===== config.mk =====
export PLATFORM = sky130hd
export DESIGN_NAME = fm_xprod_disc
export DESIGN_NICKNAME = d
export VERILOG_FILES = /design/src/rtl/fmd_pkg.sv /design/src/rtl/fmd_chan_hist.sv /design/src/rtl/fmd_mul.sv /design/src/rtl/fmd_sat.sv /design/src/rtl/fm_xprod_disc.sv
export SDC_FILE = /design/constraint.sdc
export NUM_CORES = 2
export LEC_CHECK = 0
export BUFFER_PORTS_ARGS = -buffer_cell sky130_fd_sc_hd__buf_2
export CELL_PAD_IN_SITES_DETAIL_PLACEMENT = 0
export CELL_PAD_IN_SITES_GLOBAL_PLACEMENT = 1
export CORE_AREA = 2 2 454 456
export CTS_CLUSTER_DIAMETER = 120
export DETAILED_ROUTE_END_ITERATION = 8
export DIE_AREA = 0 0 456 458
export GPL_TIMING_DRIVEN = 0
export PLACE_DENSITY_LB_ADDON = 0.1
export SYNTH_ARGS = -nofsm -noshare
export SYNTH_HDL_FRONTEND = slang
export SYNTH_SLANG_ARGS = --single-unit

===== constraint.sdc =====
create_clock -name clk -period 15.4 [get_ports clk]
set_clock_uncertainty 0.1 [all_clocks]
set_input_delay 2.31 -clock clk [delete_from_list [all_inputs] [get_ports clk]]
set_output_delay 2.31 -clock clk [all_outputs]
set_load 0.03 [all_outputs]

===== src/rtl/fmd_pkg.sv =====
package fmd_pkg;

   typedef enum logic [0:0] {
      SAT_SIGNED   = 1'b0,
      SAT_UNSIGNED = 1'b1
   } sat_kind_e;

   localparam int unsigned N_PROD = 4;

endpackage


===== src/rtl/fmd_chan_hist.sv =====
module fmd_chan_hist #(
   parameter int unsigned N_CH = 8,
   parameter int unsigned SW   = 16,
   localparam int unsigned CW  = $clog2(N_CH)
) (
   input  logic                 clk,
   input  logic                 rst_n,
   input  logic [CW-1:0]        rd_ch,
   output logic signed [SW-1:0] rd_i,
   output logic signed [SW-1:0] rd_q,
   input  logic                 wr_en,
   input  logic [CW-1:0]        wr_ch,
   input  logic signed [SW-1:0] wr_i,
   input  logic signed [SW-1:0] wr_q
);

   logic signed [SW-1:0] mem_i [N_CH];
   logic signed [SW-1:0] mem_q [N_CH];

   for (genvar e = 0; e < N_CH; e++) begin : g_entry
      always_ff @(posedge clk) begin
         if (!rst_n) begin
            mem_i[e] <= '0;
            mem_q[e] <= '0;
         end else if (wr_en && (wr_ch == CW'(e))) begin
            mem_i[e] <= wr_i;
            mem_q[e] <= wr_q;
         end
      end
   end

   assign rd_i = mem_i[rd_ch];
   assign rd_q = mem_q[rd_ch];

   AST_WB_VISIBLE: assert property (@(posedge clk) disable iff (!rst_n)
      ($past(wr_en) && $past(rst_n) && (rd_ch == $past(wr_ch)))
         |-> (rd_i == $past(wr_i) && rd_q == $past(wr_q)));

endmodule


===== src/rtl/fmd_mul.sv =====
module fmd_mul #(
   parameter int unsigned W = 16
) (
   input  logic                   clk,
   input  logic                   rst_n,
   input  logic                   en,
   input  logic signed [W-1:0]    a,
   input  logic signed [W-1:0]    b,
   output logic signed [2*W-1:0]  p
);

   always_ff @(posedge clk) begin
      if (!rst_n)  p <= '0;
      else if (en) p <= a * b;
   end

endmodule


===== src/rtl/fmd_sat.sv =====
module fmd_sat #(
   parameter int unsigned        IW   = 33,
   parameter int unsigned        OW   = 32,
   parameter fmd_pkg::sat_kind_e KIND = fmd_pkg::SAT_SIGNED
) (
   input  logic [IW-1:0] din,
   output logic [OW-1:0] dout
);

   if (KIND == fmd_pkg::SAT_SIGNED) begin : g_signed
      if (OW >= IW) begin : g_wide
         assign dout = OW'($signed(din));
      end else begin : g_clamp
         localparam logic [IW-1:0] HI = {{(IW-OW+1){1'b0}}, {(OW-1){1'b1}}};
         localparam logic [IW-1:0] LO = {{(IW-OW+1){1'b1}}, {(OW-1){1'b0}}};
         always_comb begin
            if ($signed(din) > $signed(HI))      dout = {1'b0, {(OW-1){1'b1}}};
            else if ($signed(din) < $signed(LO)) dout = {1'b1, {(OW-1){1'b0}}};
            else                                 dout = din[OW-1:0];
         end
      end
   end else begin : g_unsigned
      if (OW >= IW) begin : g_wide
         assign dout = OW'(din);
      end else begin : g_clamp
         assign dout = (|din[IW-1:OW]) ? {OW{1'b1}} : din[OW-1:0];
      end
   end

endmodule


===== src/rtl/fm_xprod_disc.sv =====
module fm_xprod_disc #(
   parameter int unsigned N_CH    = 8,
   parameter int unsigned SW      = 16,
   parameter int unsigned OW      = 32,
   parameter int unsigned OUT_REG = 1
) (
   input  logic                        clk,
   input  logic                        rst_n,
   input  logic                        in_valid,
   input  logic [$clog2(N_CH)-1:0]     in_chan,
   input  logic signed [SW-1:0]        in_i,
   input  logic signed [SW-1:0]        in_q,
   output logic                        out_valid,
   output logic [$clog2(N_CH)-1:0]     out_chan,
   output logic signed [OW-1:0]        out_num,
   output logic [OW-1:0]               out_den
);
   import fmd_pkg::*;

   localparam int unsigned CW  = $clog2(N_CH);
   localparam int unsigned PW  = 2 * SW;
   localparam int unsigned XW  = PW + 1;
   localparam int unsigned LAT = 2 + OUT_REG;
   localparam int unsigned KW  = $clog2(LAT + 1);

   if (N_CH < 2 || N_CH != (1 << CW)) begin : g_chk_ch
      $error("N_CH must be a power of two, at least 2");
   end
   if (SW < 2) begin : g_chk_sw
      $error("SW too small");
   end
   if (OW < 2) begin : g_chk_ow
      $error("OW too small");
   end
   if (OUT_REG > 1) begin : g_chk_or
      $error("OUT_REG must be 0 or 1");
   end

   // previous-sample store
   logic signed [SW-1:0] prev_i, prev_q;

   fmd_chan_hist #(.N_CH(N_CH), .SW(SW)) u_hist (
      .clk   (clk),
      .rst_n (rst_n),
      .rd_ch (in_chan),
      .rd_i  (prev_i),
      .rd_q  (prev_q),
      .wr_en (in_valid),
      .wr_ch (in_chan),
      .wr_i  (in_i),
      .wr_q  (in_q)
   );

   // shared multipliers: cross terms then squares
   logic signed [SW-1:0] op_a [N_PROD];
   logic signed [SW-1:0] op_b [N_PROD];
   logic signed [PW-1:0] prod [N_PROD];

   assign op_a[0] = prev_i;  assign op_b[0] = in_q;
   assign op_a[1] = in_i;    assign op_b[1] = prev_q;
   assign op_a[2] = in_i;    assign op_b[2] = in_i;
   assign op_a[3] = in_q;    assign op_b[3] = in_q;

   for (genvar g = 0; g < N_PROD; g++) begin : g_mul
      fmd_mul #(.W(SW)) u_mul (
         .clk   (clk),
         .rst_n (rst_n),
         .en    (in_valid),
         .a     (op_a[g]),
         .b     (op_b[g]),
         .p     (prod[g])
      );
   end

   logic          s1_v;
   logic [CW-1:0] s1_c;

   always_ff @(posedge clk) begin
      if (!rst_n) begin
         s1_v <= 1'b0;
         s1_c <= '0;
      end else begin
         s1_v <= in_valid;
         if (in_valid) s1_c <= in_chan;
      end
   end

   // exact sums, one bit wider than a product
   logic signed [XW-1:0] num_x;
   logic [XW-1:0]        den_x;
   logic [OW-1:0]        num_s, den_s;

   assign num_x = $signed({prod[0][PW-1], prod[0]}) - $signed({prod[1][PW-1], prod[1]});
   assign den_x = {1'b0, prod[2]} + {1'b0, prod[3]};

   fmd_sat #(.IW(XW), .OW(OW), .KIND(SAT_SIGNED)) u_sat_num (
      .din  (num_x),
      .dout (num_s)
   );

   fmd_sat #(.IW(XW), .OW(OW), .KIND(SAT_UNSIGNED)) u_sat_den (
      .din  (den_x),
      .dout (den_s)
   );

   // optional retiming stage between the saturation logic and the outputs
   logic          fin_v;
   logic [CW-1:0] fin_c;
   logic [OW-1:0] fin_num, fin_den;

   if (OUT_REG == 1) begin : g_retime
      logic          s2_v;
      logic [CW-1:0] s2_c;
      logic [OW-1:0] s2_num, s2_den;
      always_ff @(posedge clk) begin
         if (!rst_n) begin
            s2_v   <= 1'b0;
            s2_c   <= '0;
            s2_num <= '0;
            s2_den <= '0;
         end else begin
            s2_v <= s1_v;
            if (s1_v) begin
               s2_c   <= s1_c;
               s2_num <= num_s;
               s2_den <= den_s;
            end
         end
      end
      assign fin_v   = s2_v;
      assign fin_c   = s2_c;
      assign fin_num = s2_num;
      assign fin_den = s2_den;
   end else begin : g_direct
      assign fin_v   = s1_v;
      assign fin_c   = s1_c;
      assign fin_num = num_s;
      assign fin_den = den_s;
   end

   // output register, loads only on a result
   always_ff @(posedge clk) begin
      if (!rst_n) begin
         out_valid <= 1'b0;
         out_chan  <= '0;
         out_num   <= '0;
         out_den   <= '0;
      end else begin
         out_valid <= fin_v;
         if (fin_v) begin
            out_chan <= fin_c;
            out_num  <= $signed(fin_num);
            out_den  <= fin_den;
         end
      end
   end

   // edges since reset, saturating at LAT, for the alignment checks
   logic [KW-1:0] warm_cnt;
   always_ff @(posedge clk) begin
      if (!rst_n)                   warm_cnt <= '0;
      else if (warm_cnt != KW'(LAT)) warm_cnt <= warm_cnt + 1'b1;
   end

   AST_VALID_ALIGN: assert property (@(posedge clk) disable iff (!rst_n)
      (warm_cnt == KW'(LAT)) |-> (out_valid == $past(in_valid, LAT)));

   AST_TAG_ALIGN: assert property (@(posedge clk) disable iff (!rst_n)
      ((warm_cnt == KW'(LAT)) && out_valid) |-> (out_chan == $past(in_chan, LAT)));

   AST_HOLD_IDLE: assert property (@(posedge clk) disable iff (!rst_n)
      !out_valid |-> ($stable(out_num) && $stable(out_den) && $stable(out_chan)));

   AST_SAT_SIGN: assert property (@(posedge clk) disable iff (!rst_n)
      (s1_v && (num_x != '0)) |-> (num_s[OW-1] == num_x[XW-1]));

endmodule


After elaboration in Yosys (flattened, before gate mapping):

Memory sizes are Yosys's and may differ from the RTL's.
Index checks and enable logic that the tools add are counted.
Widths: inputs -> output; s select.

* flip-flop bits (word level): 268
* memory bits (writable): 256
* input bits: 38
* output and inout bits: 68
* logic and storage cells: 100
* memories: 2

Memory list
* u_hist.mem_i: words 8, bits a word 16, rd ports 1, clocked after Yosys merged registers in 0, wr ports 8, line fmd_chan_hist.sv:17 `logic signed [SW-1:0] mem_i [N_CH];`
* u_hist.mem_q: words 8, bits a word 16, rd ports 1, clocked after Yosys merged registers in 0, wr ports 8, line fmd_chan_hist.sv:18 `logic signed [SW-1:0] mem_q [N_CH];`

* add/sub/neg operators: 2
* $mul: 4
* magnitude comparators: 2
* eq/ne operators: 7
* multiplexer cells: 44
* bitwise logic cells: 16
* reduce and logical (&&, ||, !) cells: 9

Operators by type and width (count)
* $mux 16: 16
* $mul 16x16->32: 4
* $mux 32: 3
* $add 32x32->33: 1
* $gt 33x32->1 const B: 1
* $lt 33x32->1 const B: 1
* $sub 32x32->33: 1
* $mux 1: 25
* $or 1x1->1: 16
* $eq 3x3->1 const B: 4
* $logic_and 1x1->1: 8
* $eq 3x2->1 const B: 2
* $eq 3x1->1 const B: 1
* $logic_not 3->1: 1

Depth between registers and ports, before layout:

* depth in word-level cells: 6
* mapped depth: 29
* mapped depth without buffers: 27

Hierarchy:

From an unflattened synthesis, not the netlist that was laid out.

* cells, all modules: 6557
* area, all modules: 64729.6 µm²

Modules (own cells, without submodules)
* fmd_mul at g_mul[1].u_mul ...: times used 2, cells an instance 1180, area an instance 10946.7 µm², seq. area each 640.6 µm²
* fmd_chan_hist: times used 1, cells an instance 731, area an instance 11467.2 µm², seq. area each 7687.4 µm²
* fmd_mul at g_mul[0].u_mul: times used 1, cells an instance 1190, area an instance 11023.1 µm², seq. area each 640.6 µm²
* fmd_mul at g_mul[3].u_mul: times used 1, cells an instance 1175, area an instance 10929.2 µm², seq. area each 640.6 µm²
* fm_xprod_disc: times used 1, cells an instance 962, area an instance 8678.3 µm², seq. area each 2802.7 µm²
* fmd_sat at u_sat_num: times used 1, cells an instance 104, area an instance 504.2 µm², seq. area each 0.0 µm²
* fmd_sat at u_sat_den: times used 1, cells an instance 35, area an instance 234.0 µm², seq. area each 0.0 µm²

Worst setup path after synthesis:

No wires, ideal clock.

* kind: input -> register
* start point: input in_chan[0]
* end point: register g_mul[1].u_mul.p[27]
* setup time: 115 ps
* arrival time: 9699 ps
* required time: 15185 ps
* slack: 5487 ps
* stages on the path: 27
* path buffers: 3
* cell sequence: clkbuf_1 buf_1 mux4_2 mux2i_1 clkbuf_1 nor2_1 fa_1 inv_1 fa_1 fa_1 inv_1 fa_1 fa_1 inv_1 fa_1 inv_1 ha_1 a21o_1 a21oi_1 o21bai_1 a2111o_1 a32oi_1 a211oi_1 a211o_1 a211oi_1 nor3_1 o21a_1

* word-level cells in the longest chain between the ends: 2

RTL lines
* start: declaration: line fm_xprod_disc.sv:10 `input logic [$clog2(N_CH)-1:0] in_chan,`
* $mem_v2 8x16
* $mul 16x16->32: line fmd_mul.sv:14 `else if (en) p <= a * b;`
* end signal: assignment: line fmd_mul.sv:14
* end: declaration: line fmd_mul.sv:9 `output logic signed [2*W-1:0] p`

No other way between the ends.
A chain may end at the register's enable or synchronous reset.

Worst setup path in the final report:

* start point: input in_chan[0]
* end point: register g_mul[1].u_mul.p[31]

The elaborated chain is that of the path after synthesis.

==> impl_metrics.yaml <==
floorplan:
  die_x_um: 456
  core_area_sq_mm: 0.204
  io_pins: 106
  num_rows: 166
  start_util_pct: 29.9
  dieHeight_um: 458
  die_area_sq_mm: 0.209
global_route:
  antenna_found_initial: 36
  first_global_vias: 45400
  grt_use_total_pct: 21.2
  grt_max_degree: 21
  grt_pass1_wl_mm: 318
  grt_overflow_total: 0
clock_tree:
  cts_root_buf: "clkbuf_16"
  insertion_delay_ps: 690
  cts_made_buffers: 67
  cts_tree: "done"
  ctsHoldBuffers: 0
  clkTransAtPathRegs_ps: 50
  cts_buffer_depth: 3
  cts_resized: 0
  cts_max_level: 3
  cts_setup_buffers: 0
  cts_sinks: 522
setup_path:
  criticalPathCategory: "input port to flop"
  worstPathMaxFanout: 10
  required_ps: 15790
  reg2reg_depth: 23
  crit_path_end: "g_mul[1].u_mul.p[31]"
  cp-startpoint: "in_chan[0]"
  critPathTopFamily: "adder cells"
  path_buf_inv: 7
  r2r_slack_ps: 5450
  crit_top_cell: "fa_1"
  slowest_stage: "mux2i_1"
  critical_path_arrival_ps: 13310
  endpoint_kind: "flop"
  r2r_end: "g_mul[1].u_mul.p[31]"
  cp_slowest_stage_delay_ps: 1070
  setup.worst_path.start_class: "input port"
  crit-reg2reg-launch: "u_hist.mem_q[7][5]"
  path_depth: 25
synth:
  synth-edff-count: 256
  yosysMostFrequentCell: "inv_1"
  syn_inst: 6133
  synth-async-reset-ratio_pct: 0
  synth_cell_type_count: 77
  ys.flop_type: "dfxtp_1"
  yosys.area.top_type_share_pct: 33.0
  synth.avg_cell_area_sq_um: 9.92
  syn_area_sq_mm: 0.0609
  yosys-top-cells-area: "fa_1, edfxtp_1, dfxtp_1, ha_1, inv_1"
  yosys_register_bits: 522
  syn_nets: 7574
  ys_warn_count: 0
  synth.top_cells.by_count: "inv_1, fa_1, nand2_1"
  yosysTopAreaCell: "fa_1"
  ys_seq_area_share_pct: 21.4
drt:
  ant_nets: 0
  vias: 42800
  vias_per_cell: 4.71
  post-route-drc-count: 0
  wl_per_cell_um: 24.1
  drt-initial-drc-count: 2875
  first_pass_iters: 5
  wl_mm: 219
timing:
  tightestPinTransition_ps: 1480
  finalSetupViolCount: 0
  hold_violations: 0
  period_share_pct: 83.9
  slew_headroom_pct: -1.67
  report.final.slew_viol_count: 6
  rsz0062_at_grt: "no"
  setup-tns-final_ps: 0
  min_period_ps: 12930
  fmaxAchievable_mhz: 77.4
placed_design:
  io_buffer_count: 98
  hpwl_mm: 180
  globalplace.congestion: 0.849
outcome:
  status: "finished with violations"
  violations: "capacitance limit, slew limit"
job:
  max_cap_viol_count: 3
finish:
  syn_to_final_growth_pct: 11.0
  fin_nets: 7760
  fill_cells: 21100
  drive_gt1_share_pct: 5.78
worst_hold_path:
  hold_class: "flop to flop"
==> flip-flops by register name, indices dropped and copies added (netlist names) <==
signal / flops
u_hist.mem_i: 128
u_hist.mem_q: 128
g_mul.u_mul.p: 126
fin_den: 32
fin_num: 32
out_den: 32
out_num: 32
fin_c: 3
out_chan: 3
s1_c: 3
fin_v: 1
out_valid: 1
s1_v: 1
==> worst min path at each step <==
stage                                    start                   end  slack (ps)  cells after the start
after floorplan           g_mul[1].u_mul.p[15]  g_mul[1].u_mul.p[15]         330                      2
after global placement    g_mul[1].u_mul.p[23]  g_mul[1].u_mul.p[23]         340                      2
after detailed placement  g_mul[3].u_mul.p[19]  g_mul[3].u_mul.p[19]         350                      2
after CTS                 g_mul[3].u_mul.p[31]  g_mul[3].u_mul.p[31]         360                      2
after global routing      g_mul[3].u_mul.p[31]  g_mul[3].u_mul.p[31]         370                      2
final                     g_mul[3].u_mul.p[31]  g_mul[3].u_mul.p[31]         360                      2
==> per-layer routing <==
metal	vias to the layer above	track usage [%]	wire [um]
li1	19600	-	-
met1	22100	29.6	101000
met2	910	33.9	100000
met3	198	3.35	10700
met4	16	6.05	6940
met5	-	0	93
==> cell usage in the layout, fill, tap and decap left out, drive strengths merged, types with 27 or more instances in the layout <==
cell    Yosys  layout
inv      1285    1285
fa       1002    1002
nand2     447     447
ha        401     401
clkbuf    256     341
and2      306     306
dfxtp     266     266
edfxtp    256     256
nor2      242     242
nor2b     211     211
a21oi     183     183
buf        37     154
o21ai     151     151
mux2i     150     150
nor3      144     144
xnor2     126     126
a21o       84      84
nand2b     70      70
mux4       64      64
xor2       59      59
nor4       41      41
clkinv     13      39
and3       27      27
nand3      27      27
==> layout make-up <==
cell class | instances | area, sq um | share of cell area [%]
inverter | 1298 | 4870 | 7.21
clock buffer | 85 | 1830 | 2.70
multi-input combinational | 4020 | 42000 | 62.2
clock inverter | 35 | 484 | 0.717
antenna | 25 | 62.6 | 0.0926
buffer | 293 | 1110 | 1.65
sequential | 522 | 13000 | 19.3
tap | 2688 | 3360 | 4.98
timing repair buffer | 117 | 820 | 1.21
==> worst reg2reg max path, stage by stage, from the launching register on <==
cell	delay (ps)
edfxtp_1	360
mux4_2	480
mux2i_1	1120
clkbuf_1	590
nand2b_1	270
fa_1	440
inv_1	110
fa_1	620
fa_1	540
fa_1	510
fa_1	490
inv_1	50
fa_1	470
inv_1	40
ha_1	390
nand2_1	80
nor3_1	260
and3_1	250
inv_1	60
a211oi_1	660
o21a_1	530
o221ai_1	260
xnor2_1	930
a21oi_1	160
==> logic make-up (layout without fill, tap and decap cells) <==
family	count (synthesis)	count (layout)	share of synthesized area (%)
mux	237	237	5.26
other cells	0	25	0
flops	522	522	21.4
buf+inv	1591	1828	9.83
simple gates	1576	1576	13.1
compound gates	619	619	6.58
xor+xnor	185	185	2.66
fa+ha+maj	1403	1403	41.2
==> stage by stage <==
stage	utilization [%]	setup slack (ps)	hold WS (ps)	std cells	cell area, sq um
finish	33.2	2470	356	9083	67500
floorplan	-	5490	325	6133	60900
detailed placement	32.0	1860	350	8938	65200
CTS	33.1	2540	360	9058	67500
global route	33.1	2070	373	9070	67500
global placement	31.8	1780	341	8919	64700
Power is not shown: default switching activity piles up to over one toggle a cycle in this logic, so the estimate is an artifact.
